===== config.mk =====
export PLATFORM = sky130hd
export DESIGN_NAME = fetch_group_extractor
export DESIGN_NICKNAME = d
export VERILOG_FILES = /design/src/rtl/fx_pkg.sv /design/src/rtl/fx_group_extract.sv /design/src/rtl/fx_thread_fsm.sv /design/src/rtl/fetch_group_extractor.sv
export SDC_FILE = /design/constraint.sdc
export NUM_CORES = 2
export LEC_CHECK = 0
export CORE_AREA = 2 2 731 733
export CTS_BUF_LIST = sky130_fd_sc_hd__clkbuf_16
export CTS_CLUSTER_DIAMETER = 150
export DETAILED_ROUTE_END_ITERATION = 8
export DIE_AREA = 0 0 733 735
export GPL_ROUTABILITY_DRIVEN = 1
export GPL_TIMING_DRIVEN = 0
export PLACE_DENSITY = 0.33
export SLEW_MARGIN = 0
export SYNTH_ARGS = -nofsm -noshare
export SYNTH_HDL_FRONTEND = slang
export SYNTH_SLANG_ARGS = --single-unit

===== constraint.sdc =====
create_clock -name clk -period 23.1 [get_ports clk]
set_input_delay 4.62 -clock clk [delete_from_list [all_inputs] [get_ports clk]]
set_output_delay 4.62 -clock clk [all_outputs]
set_load 0.01 [all_outputs]

===== src/rtl/fx_pkg.sv =====
package fx_pkg;

    localparam int INST_W = 32;

    typedef enum logic [1:0] {
        TS_RUN     = 2'd0,
        TS_WAIT    = 2'd1,
        TS_QUIESCE = 2'd2,
        TS_TRAP    = 2'd3
    } thr_state_e;

endpackage


===== src/rtl/fx_group_extract.sv =====
module fx_group_extract
    import fx_pkg::*;
#(
    parameter int FETCH_WIDTH = 8,
    parameter int LINE_WORDS  = 16,
    parameter int ADDR_W      = 32,
    parameter int SEQ_W       = 16,
    parameter int CNT_W       = $clog2(FETCH_WIDTH + 1)
) (
    input  logic [ADDR_W-1:0]             start_pc,
    input  logic [LINE_WORDS*INST_W-1:0]  line_data,
    input  logic [LINE_WORDS-1:0]         taken,
    input  logic [LINE_WORDS-1:0]         quiesce,
    input  logic [LINE_WORDS*ADDR_W-1:0]  targets,
    input  logic [SEQ_W-1:0]              seq_base,
    output logic [FETCH_WIDTH*INST_W-1:0] slot_inst,
    output logic [FETCH_WIDTH*ADDR_W-1:0] slot_pc,
    output logic [FETCH_WIDTH*SEQ_W-1:0]  slot_seq,
    output logic [CNT_W-1:0]              count,
    output logic [ADDR_W-1:0]             end_pc,
    output logic                          hit_quiesce
);

    localparam int WIDX_W = $clog2(LINE_WORDS);

    logic [WIDX_W-1:0] start_word;
    assign start_word = start_pc[WIDX_W+1:2];

    // Walk the slots in order; a stop flag freezes the rest of the group.
    always_comb begin
        logic [ADDR_W-1:0] pc_walk;
        logic              stop;
        logic [WIDX_W:0]   w;
        logic [WIDX_W-1:0] wl;
        pc_walk     = start_pc;
        stop        = 1'b0;
        count       = '0;
        hit_quiesce = 1'b0;
        slot_inst   = '0;
        slot_pc     = '0;
        slot_seq    = '0;
        for (int i = 0; i < FETCH_WIDTH; i++) begin
            w  = {1'b0, start_word} + (WIDX_W+1)'(i);
            wl = w[WIDX_W-1:0];
            if (!stop && !w[WIDX_W]) begin
                slot_inst[i*INST_W +: INST_W] = line_data[wl*INST_W +: INST_W];
                slot_pc[i*ADDR_W +: ADDR_W]   = pc_walk;
                slot_seq[i*SEQ_W +: SEQ_W]    = seq_base + SEQ_W'(i);
                count = count + CNT_W'(1);
                if (taken[wl]) begin
                    pc_walk = targets[wl*ADDR_W +: ADDR_W];
                    stop    = 1'b1;
                end else begin
                    pc_walk = pc_walk + ADDR_W'(4);
                end
                if (quiesce[wl]) begin
                    hit_quiesce = 1'b1;
                    stop        = 1'b1;
                end
            end
        end
        end_pc = pc_walk;
    end

endmodule


===== src/rtl/fx_thread_fsm.sv =====
module fx_thread_fsm
    import fx_pkg::*;
#(
    parameter int          ADDR_W   = 32,
    parameter int          SEQ_W    = 16,
    parameter int          CNT_W    = 4,
    parameter logic [31:0] RESET_PC = 32'h0
) (
    input  logic              clk,
    input  logic              rst_n,
    input  logic              req_ready,
    input  logic              intr_pending,
    input  logic              phys_mode,
    input  logic              line_valid,
    input  logic              line_fault,
    input  logic              resume_valid,
    input  logic [ADDR_W-1:0] resume_pc,
    input  logic [CNT_W-1:0]  grp_count,
    input  logic [ADDR_W-1:0] grp_end_pc,
    input  logic              grp_quiesce,
    output logic [1:0]        state_o,
    output logic [ADDR_W-1:0] pc_q,
    output logic [ADDR_W-1:0] npc_q,
    output logic [SEQ_W-1:0]  seq_q,
    output logic              req_valid,
    output logic              acc_grp,
    output logic              acc_fault
);

    thr_state_e state_q, state_d;

    // Output and next-state process.
    always_comb begin
        state_d   = state_q;
        req_valid = 1'b0;
        acc_grp   = 1'b0;
        acc_fault = 1'b0;
        unique case (state_q)
            TS_RUN: begin
                req_valid = !(intr_pending && !phys_mode);
                if (req_valid && req_ready) state_d = TS_WAIT;
            end
            TS_WAIT: begin
                if (line_valid && !resume_valid) begin
                    if (line_fault) begin
                        acc_fault = 1'b1;
                        state_d   = TS_TRAP;
                    end else begin
                        acc_grp = 1'b1;
                        state_d = grp_quiesce ? TS_QUIESCE : TS_RUN;
                    end
                end
            end
            TS_QUIESCE: state_d = TS_QUIESCE;
            TS_TRAP:    state_d = TS_TRAP;
            default:    state_d = TS_RUN;
        endcase
        if (resume_valid) state_d = TS_RUN;
    end

    // State register process.
    always_ff @(posedge clk) begin
        if (!rst_n) begin
            state_q <= TS_RUN;
            pc_q    <= ADDR_W'(RESET_PC);
            npc_q   <= ADDR_W'(RESET_PC) + ADDR_W'(4);
            seq_q   <= '0;
        end else begin
            state_q <= state_d;
            if (resume_valid) begin
                pc_q  <= resume_pc;
                npc_q <= resume_pc + ADDR_W'(4);
            end else if (acc_grp) begin
                pc_q  <= grp_end_pc;
                npc_q <= grp_end_pc + ADDR_W'(4);
            end
            if (acc_grp)        seq_q <= seq_q + SEQ_W'(grp_count);
            else if (acc_fault) seq_q <= seq_q + SEQ_W'(1);
        end
    end

    assign state_o = state_q;

    // sequence counter advances by exactly the group size
    p_seq_advance_r8: assert property (@(posedge clk) disable iff (!rst_n)
        $past(acc_grp) |-> seq_q == $past(seq_q) + SEQ_W'($past(grp_count)));

    // a fault parks the thread and leaves the PC in place
    p_fault_holds_pc_r11: assert property (@(posedge clk) disable iff (!rst_n)
        $past(acc_fault) && !$past(resume_valid) |-> pc_q == $past(pc_q) && state_q == TS_TRAP);

    // an unmasked pending interrupt keeps the thread out of Wait
    p_intr_holds_run_r3: assert property (@(posedge clk) disable iff (!rst_n)
        state_q == TS_RUN && intr_pending && !phys_mode |=> state_q == TS_RUN);

endmodule


===== src/rtl/fetch_group_extractor.sv =====
module fetch_group_extractor
    import fx_pkg::*;
#(
    parameter int          FETCH_WIDTH = 8,
    parameter int          LINE_BYTES  = 64,
    parameter int          ADDR_W      = 32,
    parameter int          SEQ_W       = 16,
    parameter int          FAULT_W     = 8,
    parameter logic [31:0] RESET_PC    = 32'h0000_1000,
    parameter logic [31:0] NOP_WORD    = 32'h0000_0013,
    localparam int         LINE_WORDS  = LINE_BYTES / 4,
    localparam int         OFF_W       = $clog2(LINE_BYTES),
    localparam int         CNT_W       = $clog2(FETCH_WIDTH + 1)
) (
    input  logic                          clk,
    input  logic                          rst_n,
    input  logic                          req_ready,
    input  logic                          intr_pending,
    input  logic                          phys_mode,
    output logic                          req_valid,
    output logic [ADDR_W-1:0]             req_addr,
    input  logic                          line_valid,
    input  logic                          line_fault,
    input  logic [FAULT_W-1:0]            fault_code,
    input  logic [LINE_WORDS*32-1:0]      line_data,
    input  logic [LINE_WORDS-1:0]         slot_taken,
    input  logic [LINE_WORDS-1:0]         slot_quiesce,
    input  logic [LINE_WORDS*ADDR_W-1:0]  slot_target,
    input  logic                          resume_valid,
    input  logic [ADDR_W-1:0]             resume_pc,
    output logic [CNT_W-1:0]              out_count,
    output logic [FETCH_WIDTH*32-1:0]     out_insts,
    output logic [FETCH_WIDTH*ADDR_W-1:0] out_pcs,
    output logic [FETCH_WIDTH*SEQ_W-1:0]  out_seqs,
    output logic                          out_fault,
    output logic [FAULT_W-1:0]            out_fault_code,
    output logic [1:0]                    thread_state,
    output logic [ADDR_W-1:0]             cur_pc,
    output logic [ADDR_W-1:0]             cur_npc
);

    logic [FETCH_WIDTH*INST_W-1:0] x_inst;
    logic [FETCH_WIDTH*ADDR_W-1:0] x_pc;
    logic [FETCH_WIDTH*SEQ_W-1:0]  x_seq;
    logic [CNT_W-1:0]              x_count;
    logic [ADDR_W-1:0]             x_end_pc;
    logic                          x_quiesce;
    logic [SEQ_W-1:0]              seq_q;
    logic                          acc_grp, acc_fault;

    fx_group_extract #(
        .FETCH_WIDTH(FETCH_WIDTH), .LINE_WORDS(LINE_WORDS),
        .ADDR_W(ADDR_W), .SEQ_W(SEQ_W), .CNT_W(CNT_W)
    ) u_extract (
        .start_pc   (cur_pc),
        .line_data  (line_data),
        .taken      (slot_taken),
        .quiesce    (slot_quiesce),
        .targets    (slot_target),
        .seq_base   (seq_q),
        .slot_inst  (x_inst),
        .slot_pc    (x_pc),
        .slot_seq   (x_seq),
        .count      (x_count),
        .end_pc     (x_end_pc),
        .hit_quiesce(x_quiesce)
    );

    fx_thread_fsm #(
        .ADDR_W(ADDR_W), .SEQ_W(SEQ_W), .CNT_W(CNT_W), .RESET_PC(RESET_PC)
    ) u_fsm (
        .clk         (clk),
        .rst_n       (rst_n),
        .req_ready   (req_ready),
        .intr_pending(intr_pending),
        .phys_mode   (phys_mode),
        .line_valid  (line_valid),
        .line_fault  (line_fault),
        .resume_valid(resume_valid),
        .resume_pc   (resume_pc),
        .grp_count   (x_count),
        .grp_end_pc  (x_end_pc),
        .grp_quiesce (x_quiesce),
        .state_o     (thread_state),
        .pc_q        (cur_pc),
        .npc_q       (cur_npc),
        .seq_q       (seq_q),
        .req_valid   (req_valid),
        .acc_grp     (acc_grp),
        .acc_fault   (acc_fault)
    );

    assign req_addr = {cur_pc[ADDR_W-1:OFF_W], {OFF_W{1'b0}}};

    // Group-level outputs toward the decode queue.
    always_ff @(posedge clk) begin
        if (!rst_n) begin
            out_count      <= '0;
            out_fault      <= 1'b0;
            out_fault_code <= '0;
        end else begin
            out_count      <= acc_grp ? x_count : (acc_fault ? CNT_W'(1) : '0);
            out_fault      <= acc_fault;
            out_fault_code <= acc_fault ? fault_code : '0;
        end
    end

    // Per-slot registers; slot 0 also carries the fault no-op.
    for (genvar g = 0; g < FETCH_WIDTH; g++) begin : g_slot
        always_ff @(posedge clk) begin
            if (!rst_n) begin
                out_insts[g*32 +: 32]        <= '0;
                out_pcs[g*ADDR_W +: ADDR_W]  <= '0;
                out_seqs[g*SEQ_W +: SEQ_W]   <= '0;
            end else if (acc_fault) begin
                out_insts[g*32 +: 32]        <= (g == 0) ? NOP_WORD : '0;
                out_pcs[g*ADDR_W +: ADDR_W]  <= (g == 0) ? cur_pc : '0;
                out_seqs[g*SEQ_W +: SEQ_W]   <= (g == 0) ? seq_q : '0;
            end else if (acc_grp) begin
                out_insts[g*32 +: 32]        <= x_inst[g*INST_W +: 32];
                out_pcs[g*ADDR_W +: ADDR_W]  <= x_pc[g*ADDR_W +: ADDR_W];
                out_seqs[g*SEQ_W +: SEQ_W]   <= x_seq[g*SEQ_W +: SEQ_W];
            end
        end
    end

    // never more slots than the fetch width
    p_count_bound_r5: assert property (@(posedge clk) disable iff (!rst_n)
        out_count <= CNT_W'(FETCH_WIDTH));

    // an accepted clean line always yields at least one slot
    p_group_nonempty_r4: assert property (@(posedge clk) disable iff (!rst_n)
        $past(acc_grp) |-> out_count != '0 && !out_fault);

    // nothing is emitted for a response taken outside Wait
    p_no_emit_outside_wait_r12: assert property (@(posedge clk) disable iff (!rst_n)
        $past(thread_state) != 2'd1 |-> out_count == '0);

endmodule


# Word-level counts from Yosys, hierarchy flattened
# Cells that the tools add are included.
# classes
n_bitwise,1
eq_ne,5
n_lt_le_gt_ge,8
reduce_logical,34
muxes,136
n_addsub,31
n_shift,16
# op_table
operator,n
$shiftx A512 B10 Y32,16
$mux W32,35
$add A32 B3 Y32 const B,10
$mux W16,11
$add A16 B3 Y16 const B,4
$bmux W1 S4,16
$mux W1,59
$lt A4 B5 Y1 const B,8
$add A16 B2 Y16 const B,2
$mux W4,7
$add A4 B1 Y4 const B,5
$add A4 B3 Y5 const B,4
$logic_not A1 Y1,17
$add A16 B1 Y16 const B,1
$add A16 B4 Y16,1
$add A4 B2 Y5 const B,2
$logic_and A1 B1 Y1,10
$mux W2,5
$mux W5,2
$pmux W2 S4,1
$add A4 B1 Y5 const B,1
$eq A2 B2 Y1 const B,2
$ne A2 B1 Y1 const B,2
$reduce_and A2 Y1,2
6 further kinds,8
# totals
regBits,735
out_inout_bits,752
in_bits,1104
wordCells,263

# Logic depth before layout (Yosys ltp)
# logic_depth
word_depth,29
depth_mapped,80
ltp_nobuf,47

# Modules after synthesis
# A second synthesis with hierarchy kept.
# unflattened
hier_cells,8214
hier_area_um2,85171.7
# modules_own_cells
mod,cells_each,seq_area_each_um2,n_inst,area_each_um2
fx_group_extract,5506,0.0,1,56676.9
fetch_group_extractor,2186,13072.5,1,24076.8
fx_thread_fsm,522,1601.5,1,4418.0

# Worst setup path before layout
# No wires, ideal clock.
# synth_path
path_kind,flip-flop to flip-flop
from,register u_fsm.pc_q[3]
to,register u_fsm.npc_q[31]
t_required_ps,22983
period_less_slack_ps,18449
arrival_ps,18331
slack_ps,4651
path_buffers,37
path_stages_with_launch,74
path_cell_list,dfxtp_1 buf_6 buf_6 buf_6 buf_6 buf_4 buf_6 buf_6 buf_4 buf_4 buf_4 buf_4 buf_6 buf_4 buf_6 buf_2 buf_1 clkbuf_1 (+38 left out) nand4_1 or4b_1 buf_2 a2111oi_0 mux2i_1 nand2_1 nor3_1 a31o_1 a21oi_1 o31a_1 or4_1 or2_1 or2_1 buf_2 a2111oi_2 nand2_1 a21bo_1 a32o_1
# synth_between
elab_chain_len,28
# synth_lines
item,line_no,rtl
start: declaration,fx_thread_fsm.sv:22,"output logic [ADDR_W-1:0] pc_q,"
start signal: assignment,fx_thread_fsm.sv:65,pc_q <= ADDR_W'(RESET_PC);
start signal: assignment,fx_thread_fsm.sv:71,pc_q <= resume_pc;
start signal: assignment,fx_thread_fsm.sv:74,pc_q <= grp_end_pc;
branches (longest 24 deep; another with $add A32 B3 Y32),n/a,
$mux W32 (*),fx_group_extract.sv:45,if (!stop && !w[WIDX_W]) begin
$add A32 B3 Y32 (*),fx_thread_fsm.sv:75,npc_q <= grp_end_pc + ADDR_W'(4);
$mux W32 (*),fx_thread_fsm.sv:73,end else if (acc_grp) begin
$mux W32 (*),fx_thread_fsm.sv:70,if (resume_valid) begin
end signal: assignment,fx_thread_fsm.sv:66,npc_q <= ADDR_W'(RESET_PC) + ADDR_W'(4);
end signal: assignment,fx_thread_fsm.sv:72,npc_q <= resume_pc + ADDR_W'(4);
end signal: assignment,fx_thread_fsm.sv:75,
end: declaration,fx_thread_fsm.sv:23,"output logic [ADDR_W-1:0] npc_q,"
# Every way passes the cells marked *. The select of a mux whose other input is x is not followed.
# A chain may end at the register's enable or synchronous reset.

# Final worst setup path
# Ends and elaborated chain as after synthesis.

==> impl_metrics.env <==
export IMPL_grt_first_pass_wirelength_mm=1070
export IMPL_final_max_slew_violation_count=194
export IMPL_p_per_area_mw_per_mm2=101
export IMPL_wl_mm=864
export IMPL_rr_worst_depth=64
export IMPL_regArea_mm2=0.0147
export IMPL_initial_utilization=0.150
export IMPL_antenna_left=0
export IMPL_setup_viol=0
export IMPL_fin_util=0.211
export IMPL_pwr_share_comb=0.725
export IMPL_endpoint="u_fsm.npc_q[31]$_SDFFE_PN0P_"
export IMPL_crit_path_top_delay_cell="nor3_1"
export IMPL_drt_wirelength_per_cell_um=49.7
export IMPL_worstSetupPathType="flop to flop"
export IMPL_multi_input_area_mm2=0.0608
export IMPL_antenna_found_initial=446
export IMPL_ios=1856
export IMPL_cts_buffers=114
export IMPL_post_cts_buffers=0
export IMPL_r2r_slack_ns=0.28
export IMPL_arrival_ns=23.59
export IMPL_dp_cells=16978
export IMPL_max_cap_viol_count=22
export IMPL_clkPwrFrac=0.155
export IMPL_switching_share=0.573
export IMPL_clockBufferDepth=4
export IMPL_cp_startpoint="u_fsm.pc_q[3]$_SDFFE_PN0P_"
export IMPL_h_tree_depth=3
export IMPL_drive_gt1_frac=0.215
export IMPL_max_freq_mhz=43.8
export IMPL_num_fill_cells=58585
export IMPL_drc=0
export IMPL_grt_max_degree=38
export IMPL_synth_top_cell_area_share=0.413
export IMPL_cp_max_fo=37
export IMPL_fin_nets=11206
export IMPL_synth_seq_cells=733
export IMPL_vias=96028
export IMPL_tightest_slew_ns=1.66
export IMPL_synth_ff_type="dfxtp_1"
export IMPL_r2r_end="u_fsm.npc_q[31]$_SDFFE_PN0P_"
export IMPL_overflow=0
export IMPL_clkSinkCount=733
export IMPL_peakVddDrop_v=0.0000630
export IMPL_dp_slack_ns=-7.30
export IMPL_dieArea_mm2=0.539
export IMPL_cp_data_required_time_ns=23.87
export IMPL_cp_num_buf_inv=40
export IMPL_power_switching_uw=6520
export IMPL_yosysTopAreaCell="mux4_2"
export IMPL_path_delay_family="buffers and inverters"
export IMPL_synth_edf_count=0
export IMPL_finClkSkew_ns=0.0716
export IMPL_synth_cell_type_count=127
export IMPL_cts_root_buf="clkbuf_16"
export IMPL_grtUsageTotal=0.307
export IMPL_cts_tree="done"
export IMPL_gp_congestion=1.03
export IMPL_async_reset_ff_frac=0
export IMPL_synth_area_leaders="mux4_2, dfxtp_1, nand2_1, a21oi_1, nand3_1"
export IMPL_internal_power_uw=4850
export IMPL_slew_headroom=-0.104
export IMPL_hold_buffers=0
export IMPL_violations="max-capacitance violations, max-slew violations"
export IMPL_fin_cells=17372
export IMPL_period_minus_slack_ns=22.82
export IMPL_path_clk_slew_ns=0.06
export IMPL_outcome="finished, violations left"
export IMPL_endpoint_kind="flop"
export IMPL_drt_pass1_iter_count=6
export IMPL_io_buffers=1847
export IMPL_setup_ws_ns=0.279
export IMPL_post_route_period_util=0.988
export IMPL_grt_pass1_vias=86756
export IMPL_critical_path_max_stage_delay_ns=0.82
export IMPL_area_growth_pct=41.1
export IMPL_final_cell_area_mm2=0.112
export IMPL_hpwl_mm=746
export IMPL_dieHeight_um=735
export IMPL_first_iter_violations=14649
export IMPL_die_w_um=733
export IMPL_fp_coreArea_mm2=0.531
export IMPL_ys_seq_area_frac=0.184
export IMPL_ys_warn_count=0
export IMPL_finalHoldViolCount=0
export IMPL_start_kind="flop"
export IMPL_syn_area_per_cell_um2=9.87
export IMPL_critPathMostFrequentCell="buf_4"
export IMPL_fin_tns_setup_ns=0
export IMPL_synth_area_mm2=0.0796
export IMPL_path_depth=64
export IMPL_post_drt_via_cell_ratio=5.53
export IMPL_hold_path_class="flop to flop"
export IMPL_floorplan_rows=268
export IMPL_pwr_share_seq=0.120
export IMPL_postSynthCellCount=8061
export IMPL_place_area_mm2=0.108
export IMPL_insertion_delay_ns=0.88
export IMPL_p_leak_uw=0.0343
export IMPL_reg2reg_from="u_fsm.pc_q[3]$_SDFFE_PN0P_"
worst min path at each step:
stage	from	end	slack, ns	depth (start not counted)
3_3_place_gp	out_insts[115]$_SDFFE_PP0P_	out_insts[115]$_SDFFE_PP0P_	0.44	2
5_1_grt	u_fsm.npc_q[14]$_SDFFE_PN0P_	u_fsm.npc_q[14]$_SDFFE_PN0P_	0.46	2
3_5_place_dp	u_fsm.npc_q[14]$_SDFFE_PN0P_	u_fsm.npc_q[14]$_SDFFE_PN0P_	0.45	2
6_report	out_insts[226]$_SDFFE_PP0P_	out_insts[226]$_SDFFE_PP0P_	0.45	2
2_1_floorplan	u_fsm.pc_q[0]$_SDFFE_PN0P_	out_pcs[0]$_SDFFE_PN0P_	0.47	2
4_1_cts	u_fsm.npc_q[14]$_SDFFE_PN0P_	u_fsm.npc_q[14]$_SDFFE_PN0P_	0.46	2
cells in the final DEF (no fill, tap or decap), types with 59 or more instances in the layout:
cell type / Yosys / final
buf_1: 142 / 102
nand3_1: 502 / 501
buf_2: 43 / 69
xnor2_1: 87 / 84
xor2_1: 79 / 78
clkbuf_16: 0 / 114
nand4_1: 102 / 102
clkdlybuf4s50_1: 0 / 1847
diode_2: 0 / 203
mux2i_1: 79 / 74
clkbuf_2: 2 / 87
a21oi_1: 629 / 627
nand2_1: 1170 / 1170
mux4_2: 1459 / 1459
clkbuf_1: 560 / 468
o21ai_0: 133 / 129
nor2_1: 652 / 644
a22oi_1: 229 / 229
nor3_1: 143 / 140
dfxtp_1: 733 / 731
and3_1: 62 / 62
buf_4: 111 / 114
or3_1: 59 / 59
cell usage after synthesis, types with 40 or more instances:
library cell,count
mux4_2,1459
nand2_1,1170
dfxtp_1,733
nor2_1,652
a21oi_1,629
clkbuf_1,560
nand3_1,502
a22oi_1,229
nor3_1,143
buf_1,142
o21ai_0,133
buf_4,111
nand4_1,102
xnor2_1,87
mux2i_1,79
xor2_1,79
and3_1,62
nor4_1,62
or3_1,59
a211oi_1,55
o22ai_1,52
and2_1,48
o211ai_1,47
buf_2,43
o2111ai_1,40
what timing repair did:
action,CTS,global route
gates resized for setup,40,37
setup endpoints to repair,383,57
pin swaps,0,0
metal layers:
metal / track usage / part of all wire
met5: 0.00229 / 0.0015
met4: 0.129 / 0.049
met3: 0.142 / 0.13
met2: 0.416 / 0.39
met1: 0.412 / 0.42
power by group through the flow:
stage                     sequential (µW)  combinational [µW]  clock [µW]
after floorplan                      1340                3940           0
after global placement               1390                7780           0
after detailed placement             1390                7820           0
after CTS                            1360                7870        1820
after global routing                 1370                8330        1850
final                                1370                8230        1760
flip-flops by register name, indices dropped and copies added, names as in the netlist:
signal,cells
out_insts,256
out_pcs,256
out_seqs,128
u_fsm.pc_q,32
u_fsm.npc_q,30
u_fsm.seq_q,16
out_fault_code,8
out_count,4
u_fsm.state_o,2
out_fault,1
worst register-to-register path, delay by kind of cell, from the launching register on:
kind                     cells  cell delay, ns
buffers and inverters       40           14.07
AO/OA/AOI/OAI               13            3.68
AND/OR/NAND/NOR              9            3.52
flip-flops                   1            0.63
multiplexers                 1            0.47
adder cells (fa/ha/maj)      1            0.37
cell families (layout without fill, tap and decap cells):
family | after synthesis | after routing | synth area share
other cells | 1 | 209 | 0.0000471
compound gates | 1598 | 1598 | 0.134
xor+xnor | 166 | 166 | 0.0183
fa+ha+maj | 38 | 38 | 0.00616
buf+inv | 941 | 3024 | 0.0547
mux | 1572 | 1572 | 0.428
simple gates | 3012 | 3012 | 0.175
flops | 733 | 733 | 0.184
per-stage QoR:
| step | hold WS, ns | total power, µW |
|---|---|---|
| finish | 0.451 | 11400 |
| global route | 0.465 | 11500 |
| CTS | 0.455 | 11100 |
| detailed placement | 0.446 | 9210 |
| global placement | 0.439 | 9170 |
| floorplan | 0.470 | 5280 |
cell type report:
cell class | instances | area share
multi-input combinational | 6392 | 0.542
timing repair buffer | 1895 | 0.173
sequential | 733 | 0.131
tap | 7020 | 0.0783
buffer | 885 | 0.0386
clock buffer | 114 | 0.0254
clock inverter | 87 | 0.00612
antenna | 203 | 0.00453
inverter | 43 | 0.00147
Power figures use the tool's default switching activity.
